## src/rtl/sso_pkg.sv

```systemverilog
package sso_pkg;
  localparam int CODE_W   = 5;
  localparam int CODE_MAX = 30;
  localparam int ACC_W    = 6;

  // Numerator of a half-step divisor: divisor = num/2, num = code + 2.
  function automatic logic [ACC_W-1:0] div_num(input logic [CODE_W-1:0] code);
    logic [CODE_W-1:0] c;
    c = (code > CODE_W'(CODE_MAX)) ? CODE_W'(CODE_MAX) : code;
    return ACC_W'(c) + ACC_W'(2);
  endfunction

  // Next accumulator value after one step; kept below the numerator.
  function automatic logic [ACC_W-1:0] acc_next(input logic [ACC_W-1:0] acc,
                                                input logic [ACC_W-1:0] num);
    logic [ACC_W-1:0] s;
    s = acc + ACC_W'(2);
    if (s < num) return s;
    return ((s - num) < num) ? (s - num) : '0;
  endfunction
endpackage

```

## src/rtl/sso_frac_div.sv

```systemverilog
module sso_frac_div
  import sso_pkg::*;
(
  input  logic              clk,
  input  logic              rst_n,
  input  logic              step_en,
  input  logic [CODE_W-1:0] code,
  output logic              tick
);
  logic [ACC_W-1:0] acc_q;
  logic [ACC_W-1:0] lim;
  logic             wrap;

  always_comb begin
    lim  = div_num(code);
    wrap = (acc_q + ACC_W'(2)) >= lim;
    tick = step_en && wrap;
  end

  always_ff @(posedge clk) begin
    if (!rst_n)       acc_q <= '0;
    else if (step_en) acc_q <= acc_next(acc_q, lim);
  end

  // the phase accumulator never reaches the divisor numerator
  acc_bound_chk: assert property (@(posedge clk) disable iff (!rst_n)
    $stable(code) |-> (acc_q < lim));
endmodule

```

## src/rtl/sso_shadow_bank.sv

```systemverilog
module sso_shadow_bank #(
  parameter int N_BUF = 2,
  parameter int W     = 16
) (
  input  logic                     clk,
  input  logic                     rst_n,
  input  logic [N_BUF-1:0]         ld,
  input  logic [W-1:0]             din,
  output logic [N_BUF-1:0][W-1:0]  q
);
  for (genvar g = 0; g < N_BUF; g++) begin : g_buf
    always_ff @(posedge clk) begin
      if (!rst_n)     q[g] <= '0;
      else if (ld[g]) q[g] <= din;
    end


    hold_no_load_chk: assert property (@(posedge clk) disable iff (!rst_n)
      !ld[g] |=> $stable(q[g]));
  end
endmodule

```

## src/rtl/sso_shifter.sv

```systemverilog
module sso_shifter #(
  parameter int W = 16
) (
  input  logic              clk,
  input  logic              rst_n,
  input  logic              tick,
  input  logic              en,
  input  logic [1:0][W-1:0] bufs,
  output logic              ser_clk,
  output logic              ser_data,
  output logic              sel
);
  localparam int IDX_W = $clog2(W);

  logic [IDX_W-1:0] idx_q;
  logic             launch;
  logic             fall;
  logic             last_bit;
  logic             cur_bit;

  assign launch   = tick && !ser_clk && en;
  assign fall     = tick && ser_clk;
  assign last_bit = (idx_q == IDX_W'(W - 1));
  assign cur_bit  = bufs[sel][IDX_W'(W - 1) - idx_q];

  always_ff @(posedge clk) begin
    if (!rst_n) begin
      ser_clk  <= 1'b0;
      ser_data <= 1'b0;
      sel      <= 1'b0;
      idx_q    <= '0;
    end else if (fall) begin
      ser_clk <= 1'b0;
    end else if (launch) begin
      ser_clk  <= 1'b1;
      ser_data <= cur_bit;
      if (last_bit) begin
        idx_q <= '0;
        sel   <= ~sel;
      end else begin
        idx_q <= idx_q + IDX_W'(1);
      end
    end
  end


  data_on_rise_chk: assert property (@(posedge clk) disable iff (!rst_n)
    !$rose(ser_clk) |-> $stable(ser_data));

  clk_on_tick_chk: assert property (@(posedge clk) disable iff (!rst_n)
    !tick |=> $stable(ser_clk));

  idle_low_chk: assert property (@(posedge clk) disable iff (!rst_n)
    (!en && !ser_clk) |=> !ser_clk);

  swap_on_rise_chk: assert property (@(posedge clk) disable iff (!rst_n)
    !$stable(sel) |-> $rose(ser_clk));
endmodule

```

## src/rtl/sso_serial_out.sv

```systemverilog
module sso_serial_out
  import sso_pkg::*;
#(
  parameter int WORD_W  = 32,
  parameter int DATA_W  = 16,
  parameter int LDA_BIT = 29,
  parameter int LDB_BIT = 30,
  parameter int EN_BIT  = 31,
  parameter int N_STAGE = 2
) (
  input  logic              clk,
  input  logic              rst_n,
  input  logic [WORD_W-1:0] out_word,
  input  logic [CODE_W-1:0] div_code_a,
  input  logic [CODE_W-1:0] div_code_b,
  output logic              ser_data,
  output logic              ser_clk,
  output logic              active_buf
);
  logic [N_STAGE-1:0][CODE_W-1:0] codes;
  logic [N_STAGE:0]               tick_chain;
  logic [1:0][DATA_W-1:0]         bufs;
  logic                           bit_tick;
  logic                           unused_word_bits;

  assign codes         = {div_code_b, div_code_a};
  assign tick_chain[0] = 1'b1;
  assign bit_tick      = tick_chain[N_STAGE];
  assign unused_word_bits = ^out_word[LDA_BIT-1:DATA_W];

  for (genvar g = 0; g < N_STAGE; g++) begin : g_div
    sso_frac_div u_div (
      .clk     (clk),
      .rst_n   (rst_n),
      .step_en (tick_chain[g]),
      .code    (codes[g]),
      .tick    (tick_chain[g+1])
    );
  end

  sso_shadow_bank #(.N_BUF(2), .W(DATA_W)) u_bank (
    .clk   (clk),
    .rst_n (rst_n),
    .ld    ({out_word[LDB_BIT], out_word[LDA_BIT]}),
    .din   (out_word[DATA_W-1:0]),
    .q     (bufs)
  );

  sso_shifter #(.W(DATA_W)) u_shift (
    .clk      (clk),
    .rst_n    (rst_n),
    .tick     (bit_tick),
    .en       (out_word[EN_BIT]),
    .bufs     (bufs),
    .ser_clk  (ser_clk),
    .ser_data (ser_data),
    .sel      (active_buf)
  );
endmodule

```

## config.mk

```make
export PLATFORM = sky130hd
export DESIGN_NAME = sso_serial_out
export DESIGN_NICKNAME = d
export VERILOG_FILES = /design/src/rtl/sso_pkg.sv /design/src/rtl/sso_frac_div.sv /design/src/rtl/sso_shadow_bank.sv /design/src/rtl/sso_shifter.sv /design/src/rtl/sso_serial_out.sv
export SDC_FILE = /design/constraint.sdc
export NUM_CORES = 1
export LEC_CHECK = 0
export BUFFER_PORTS_ARGS = -buffer_cell sky130_fd_sc_hd__buf_2
export CAP_MARGIN = 20
export CORE_ASPECT_RATIO = 2
export CORE_MARGIN = 8
export CORE_UTILIZATION = 27
export CTS_CLUSTER_SIZE = 14
export DETAILED_ROUTE_END_ITERATION = 8
export GPL_TIMING_DRIVEN = 1
export PLACE_DENSITY_LB_ADDON = 0.12
export SLEW_MARGIN = 30
export SYNTH_ARGS = -nofsm -noshare
export SYNTH_HDL_FRONTEND = slang
export SYNTH_SLANG_ARGS = --single-unit
```

## constraint.sdc

```tcl
create_clock -name clk -period 6.1 [get_ports clk]
set_clock_uncertainty 0.2 [all_clocks]
set_input_delay 1.525 -clock clk [delete_from_list [all_inputs] [get_ports clk]]
set_output_delay 1.525 -clock clk [all_outputs]
set_load 0.005 [all_outputs]
```

==> summary.md, run 1 <==
| Metric | Value |
|---|---|
| Run status | `completed` |
| Warnings, synthesis | `0` |
| Final critical delay including setup and external delays | `4680 ps` |
| Number of failing hold endpoints at the final stage | `0` |
| Worst setup startpoint | `div_code_b[1]` |
| Congestion Overflow GR | `0` |
| Max Clk Rate | `0.214 GHz` |
| Reg2Reg Setup Slack | `2580 ps` |
| Number of placed cells counting well taps | `511` |
| Via count of the first global-routing pass | `2721` |
| Total half-perimeter wirelength after legalization and detailed placement | `6150 um` |
| Number of filler cells placed in the layout | `1285` |
| Number of max-capacitance violations reported | `0` |
| Fraction of synthesis flops using an asynchronous set or reset pin | `0` |
| Die extent in y | `173 um` |
| Total Power Consumption | `1.35 mW` |
| Critical Path Max Stage Delay | `400 ps` |
| Post-synthesis sequential area ratio | `0.308` |
| Flop and latch count out of synthesis | `51` |
| Post-DR wirelength/cell | `15.0 um` |
| Largest net degree at the start of global routing | `54` |
| Most frequent CP cell | `ha_1` |
| Final setup violation count | `0` |
| Transition time of the tightest slew-check pin | `781 ps` |
| Setup TNS | `0 ps` |
| Post-synthesis cell type count | `50` |
| Boundary Pins | `47` |
| Routed via count | `2509` |
| Part of the total power dissipated in sequential elements | `0.301` |
| Post-detailed-route count of antenna-violating nets | `0` |
| Worst-path clk slew | `70 ps` |
| Clk pwr share | `0.204` |
| Number of enable-type register cells in the synthesized netlist | `0` |
| Cts repair resizes | `0` |
| Drt first-iter violations | `94` |
| Headroom to the max-slew limit | `0.480` |
| Net Sw Frac | `0.394` |
| Nets | `447` |
| Number of instances in the synthesized netlist | `345` |
| Worst hold slack | `317 ps` |
| Largest driver fanout on the critical path | `5` |
| Core Region | `12100 um^2` |
| Root buffer cell | `clkbuf_16` |
| Syn-to-layout area delta | `13.3%` |
| Switching Power | `0.530 mW` |
| Leakage power of the design | `1.53 nW` |
| Number of iterations in the first detailed-routing pass | `4` |
| Clock sink total | `51` |
| Clock tree buffer depth | `2` |
| Worst hold path class | `reg2reg` |
| Gpl congestion | `0.739` |
| Worst Hold Launch | `u_bank.q[2]` |
| Final cycle utilization of the critical path | `0.768` |
| Required time of the critical path | `6050 ps` |
| Power per unit of standard cell area | `359 nW/um^2` |
| Internal power | `0.817 mW` |
| TritonCTS clock tree | `yes` |
| Number of antenna violations at the first check in global routing | `0` |
| Commonest cells after routing, fill and taps aside | `dfxtp_1 (51), nor2b_1 (45), mux2i_1 (40)` |
| Quantity of hold-fixing buffers added after cts | `0` |
| Total GRT Usage | `0.102` |
| Arrival time of data at the critical path endpoint | `4630 ps` |
| Global-route wire length before repair | `13300 um` |
| Total Die Area | `16300 um^2` |
| Netlist Area Pre-Place | `3310 um^2` |
| Post-detailed-route DRC marker count | `0` |
| Initial Utilization | `0.275` |
| Beginning of the worst register-to-register path | `g_div[1].u_div.acc_q[1]` |
| Die Wd | `94.3 um` |
| Share of total power in combinational logic | `0.495` |
| Crit-path slowest cell | `a21oi_1` |
| Kind of start point of the critical path | `primary input` |
| Number of buffer cells added on primary ports | `33` |
| Diode insertion count for antenna repair | `0` |
| Site Rows | `57` |
| Post-Syn Nets | `421` |
| Dominant register cell in the synthesized netlist | `dfxtp_1` |
| Pins over their slew limit | `0` |
| Wire length after detailed routing | `7800 um` |
| Post-CTS repair timing setup buffer count | `0` |
| Cts bufs inserted | `5` |
| Commonest non-fill, non-tap cell in the layout | `dfxtp_1` |
| CP Capture Type | `flip-flop` |
| Via density | `4.83` |
| Worst-skew pair later-pin latency | `290 ps` |
| Fraction of layout instances using a drive strength above 1 | `0.148` |
| Number of standard cells in the layout, taps in and fillers out | `519` |
| Worst vdd ir | `165 uV` |
| Cell Chain, Critical Path | `buf_2 > ha_1 > nand3_1 > nand2b_1 > ha_1 > nor2b_1 > o31a_1 > o21a_1 > o21ai_0 > o31a_1 > ha_1 > or3_1 > o21ai_0 > a21oi_1 > nor2_1 > a221oi_1 > a211oi_1` |
| RSZ-0062 raised after global routing | `false` |
| Mean Syn Cell Area | `9.60 um^2` |
| Path type of the worst setup path | `in2reg` |
| H-tree levels | `2` |
## final cells by class
class / instances / area, um^2 / area share
Clock buffer: 6 / 129 / 0.0343
Clock inverter: 2 / 12.5 / 0.00333
Inverter: 11 / 41.3 / 0.0110
Multi-Input combinational cell: 269 / 2200 / 0.586
Sequential cell: 51 / 1020 / 0.272
Tap cell: 147 / 184 / 0.0490
Timing Repair Buffer: 33 / 165 / 0.0440
## metrics by stage
stage                util  setup WS, ps  area [um^2]
floorplan               -          1600         3310
global placement    0.299          1140         3600
detailed placement  0.299          1110         3600
CTS                 0.311          1430         3750
global route        0.311          1120         3750
finish              0.311          1420         3750
## critical path, delay by kind of cell
family | cells | cell delay (ps)
AO/OA/AOI/OAI | 8 | 1680
adder cells (fa/ha/maj) | 3 | 680
AND/OR/NAND/NOR | 5 | 630
buffers and inverters | 1 | 120
## synthesized netlist by cell type, types with 7 or more instances
master	instances	area share
dfxtp_1	51	0.31
nor2b_1	45	0.085
mux2i_1	40	0.12
ha_1	30	0.11
a21oi_1	16	0.024
nor2_1	15	0.017
o21ai_0	14	0.021
clkbuf_1	12	0.014
nand2_1	12	0.014
inv_1	11	0.012
nand3_1	9	0.014
xnor2_1	9	0.024
mux4_2	8	0.054
o21a_1	7	0.016
## logic make-up (layout without fill, tap and decap cells)
group / count (synthesis) / in the layout / share of synthesized area
mux: 48 / 48 / 0.175
xor+xnor: 12 / 12 / 0.0317
buf+inv: 25 / 52 / 0.0291
compound gates: 68 / 68 / 0.147
simple gates: 109 / 109 / 0.183
fa+ha+maj: 32 / 32 / 0.125
flops: 51 / 51 / 0.308
## registers in the layout, indices dropped and copies added, names as in the netlist
signal and flops:
u_shift.ser_data 1, u_shift.sel 1, g_div.u_div.acc_q 12, u_shift.ser_clk 1, u_shift.idx_q 4, u_bank.q 32
## power by group through the flow
stage | Combinational [mW] | Sequential (mW) | Clock [mW]
after floorplan | 0.524 | 0.400 | 0
after global placement | 0.666 | 0.413 | 0
after detailed placement | 0.672 | 0.414 | 0
after CTS | 0.676 | 0.406 | 0.290
after global routing | 0.770 | 0.413 | 0.301
final | 0.667 | 0.406 | 0.275
## final timing paths
path	endpoint	depth (start not counted)
max	g_div[1].u_div.acc_q[3]	17
min	u_bank.q[2]	2
max reg2reg	g_div[1].u_div.acc_q[3]	15
min reg2reg	u_bank.q[2]	2
## metal layers
metal	track usage	vias up	part of all wire
met5	0	-	0
met4	0.0406	0	0.018
met3	0.0130	6	0.022
met2	0.199	23	0.59
met1	0.100	1180	0.37
li1	-	1300	-
Note: power is estimated with default switching activity, not from simulation.
==> run 2, diff against run 1 <==
clock period = 4.8 ns   (was 6.1 ns; I/O delays follow)
==> run 2 against run 1 <==
Effect of this change:
- die area did not move
- critical path depth shrank 1
- via count rose by 0.76%
- global-route usage grew 0.34 points
- routed wire length rose by 2.1%
- first-iteration DRC count shrank 39%
- total power rose by 33%
- non-clock buffer count rose by 4
- cell area grew 1.2%
- utilization increased by 0.37 points
- highest routed layer unchanged
==> summary.md, run 2 (synthesized netlist as in run 1, its figures left out) <==
| Metric | Value |
|---|---|
| Final setup violation count | `0 (unchanged)` |
| Arrival time of data at the critical path endpoint | `4330 ps (was 4630 ps)` |
| H-tree levels | `2 (unchanged)` |
| Register containing the most flip-flops in the final layout | `u_bank.q (unchanged)` |
| Number of flip-flops under the largest register name | `32 (unchanged)` |
| Routed via count | `2528 (was 2509)` |
| Leakage power of the design | `1.56 nW (was 1.53 nW)` |
| Met1 capacity usage during global routing | `0.106 (was 0.100)` |
| Global-route wire length before repair | `13600 um (was 13300 um)` |
| Beginning of the worst register-to-register path | `g_div[1].u_div.acc_q[1] (unchanged)` |
| Worst slack, placed | `139 ps (was 1110 ps)` |
| Fraction of layout instances using a drive strength above 1 | `0.155 (was 0.148)` |
| Number of failing hold endpoints at the final stage | `0 (unchanged)` |
| Transition time of the tightest slew-check pin | `781 ps (about the same)` |
| Cts bufs inserted | `5 (unchanged)` |
| Total GRT Usage | `0.105 (was 0.102)` |
| Setup TNS | `0 ps (unchanged)` |
| Via count of the first global-routing pass | `2689 (was 2721)` |
| Site Rows | `57 (unchanged)` |
| Total Die Area | `16300 um^2 (unchanged)` |
| Worst-path clk slew | `70 ps (about the same)` |
| Commonest non-fill, non-tap cell in the layout | `dfxtp_1 (unchanged)` |
| Root buffer cell | `clkbuf_16 (unchanged)` |
| Syn-to-layout area delta | `14.7% (was 13.3%)` |
| Final cycle utilization of the critical path | `0.897` |
| Headroom to the max-slew limit | `0.479 (was 0.480)` |
| Max Clk Rate | `0.232 GHz` |
| Initial Utilization | `0.275 (unchanged)` |
| TritonCTS clock tree | `yes (unchanged)` |
| Required time of the critical path | `4830 ps (was 6050 ps)` |
| Drt first-iter violations | `57 (was 94)` |
| Most used routing layer | `met2 (unchanged)` |
| CP Capture Type | `flip-flop (unchanged)` |
| Number of buffer cells added on primary ports | `33 (unchanged)` |
| Total non-filler cell area in the finished layout | `3800 um^2 (was 3750 um^2)` |
| Worst hold path class | `reg2reg (unchanged)` |
| Cts repair resizes | `0 (unchanged)` |
| Die extent in y | `173 um (unchanged)` |
| Gpl congestion | `0.737 (was 0.739)` |
| Kind of start point of the critical path | `primary input (unchanged)` |
| Total half-perimeter wirelength after legalization and detailed placement | `6240 um (was 6150 um)` |
| Diode insertion count for antenna repair | `0 (unchanged)` |
| Number of filler cells placed in the layout | `1282 (was 1285)` |
| Met2 GRT Util | `0.201 (was 0.199)` |
| Post-detailed-route count of antenna-violating nets | `0 (unchanged)` |
| Worst Hold Launch | `u_bank.q[21] (was u_bank.q[2])` |
| Worst setup startpoint | `div_code_b[1] (unchanged)` |
| Met3 Resource Use GR | `0.0165 (was 0.0130)` |
| Post-detailed-route DRC marker count | `0 (unchanged)` |
| Clock sink total | `51 (unchanged)` |
| Commonest cells after routing, fill and taps aside | `dfxtp_1 (51), nor2b_1 (45), mux2i_1 (40) (unchanged)` |
| Post-CTS repair timing setup buffer count | `0 (unchanged)` |
| Final worst slack | `493 ps (was 1420 ps)` |
| Post-DP Area | `3630 um^2 (was 3600 um^2)` |
| Number of antenna violations at the first check in global routing | `0 (unchanged)` |
| Worst vdd ir | `210 uV (was 165 uV)` |
| Number of iterations in the first detailed-routing pass | `4 (unchanged)` |
| Pins over their slew limit | `0 (unchanged)` |
| Wire length after detailed routing | `7960 um (was 7800 um)` |
| Path type of the worst setup path | `in2reg (unchanged)` |
| Nets | `451 (was 447)` |
| Congestion Overflow GR | `0 (unchanged)` |
| Boundary Pins | `47 (unchanged)` |
| Quantity of hold-fixing buffers added after cts | `0 (unchanged)` |
| Die Wd | `94.3 um (unchanged)` |
| Core Region | `12100 um^2 (unchanged)` |
| Final critical delay including setup and external delays | `4310 ps` |
| Number of max-capacitance violations reported | `0 (unchanged)` |
| Clock tree buffer depth | `2 (unchanged)` |
| Largest driver fanout on the critical path | `5 (unchanged)` |
| Leading registers by flop count | `u_bank.q (32), g_div.u_div.acc_q (12), u_shift.idx_q (4) (unchanged)` |
| Via density | `4.84 (was 4.83)` |
| Post-DR wirelength/cell | `15.2 um (was 15.0 um)` |
| Worst hold slack | `316 ps (was 317 ps)` |
| Power per unit of standard cell area | `471 nW/um^2 (was 359 nW/um^2)` |
| Run status | `completed (unchanged)` |
| RSZ-0062 raised after global routing | `false (unchanged)` |
| Worst-skew pair later-pin latency | `290 ps (about the same)` |
| Largest net degree at the start of global routing | `54 (unchanged)` |
-- run 2: metal layers --
layer	part of all wire	wire, um	vias up
li1	-	-	1301
met1	0.37	2950	1194
met2	0.58	4630	25
met3	0.029	232	8
met4	0.019	150	0
met5	0	0	-
-- run 2: worst max-delay path: stages --
cell and delay (ps):
buf_2 120, ha_1 200, nand3_1 120, and2_1 160, ha_1 160, inv_1 50
fa_1 420, a21o_1 190, a21oi_1 180, xnor2_1 170, ha_1 270, or3_1 300
o21ai_0 80, a21oi_1 130, or4_1 430, a21boi_0 150
-- run 2: layout make-up --
class,instances,area (um^2),area share
Clock buffer,5,125,0.0329
Clock inverter,2,37.5,0.00988
Inverter,11,41.3,0.0109
Multi-Input combinational cell,269,2190,0.578
Sequential cell,51,1020,0.269
Tap cell,147,184,0.0484
Timing Repair Buffer,37,195,0.0514
-- run 2: stage by stage --
| stage | utilization | power [mW] | std cells |
|---|---|---|---|
| 6_report | 0.315 | 1.79 | 522 |
| 5_1_grt | 0.315 | 1.96 | 522 |
| 4_1_cts | 0.315 | 1.82 | 522 |
| 3_5_place_dp | 0.302 | 1.41 | 515 |
| 3_3_place_gp | 0.302 | 1.39 | 515 |
| 2_1_floorplan | - | 1.17 | 345 |
-- run 2: where the power goes --
part	leakage [nW]	total (mW)	internal, mW	switching, mW
sequential	0.419	0.516	0.473	0.0432
combinational	1.06	0.870	0.387	0.483
clock	0.0759	0.403	0.243	0.159
total	1.56	1.79	1.10	0.686
-- run 2: final timing paths --
path | cells after the start | endpoint | slack [ps]
worst min register to register | 2 | u_bank.q[21] | 320
worst max-delay path | 16 | g_div[1].u_div.acc_q[0] | 490
worst max register to register | 14 | g_div[1].u_div.acc_q[0] | 1330
worst min-delay path | 2 | u_bank.q[21] | 320
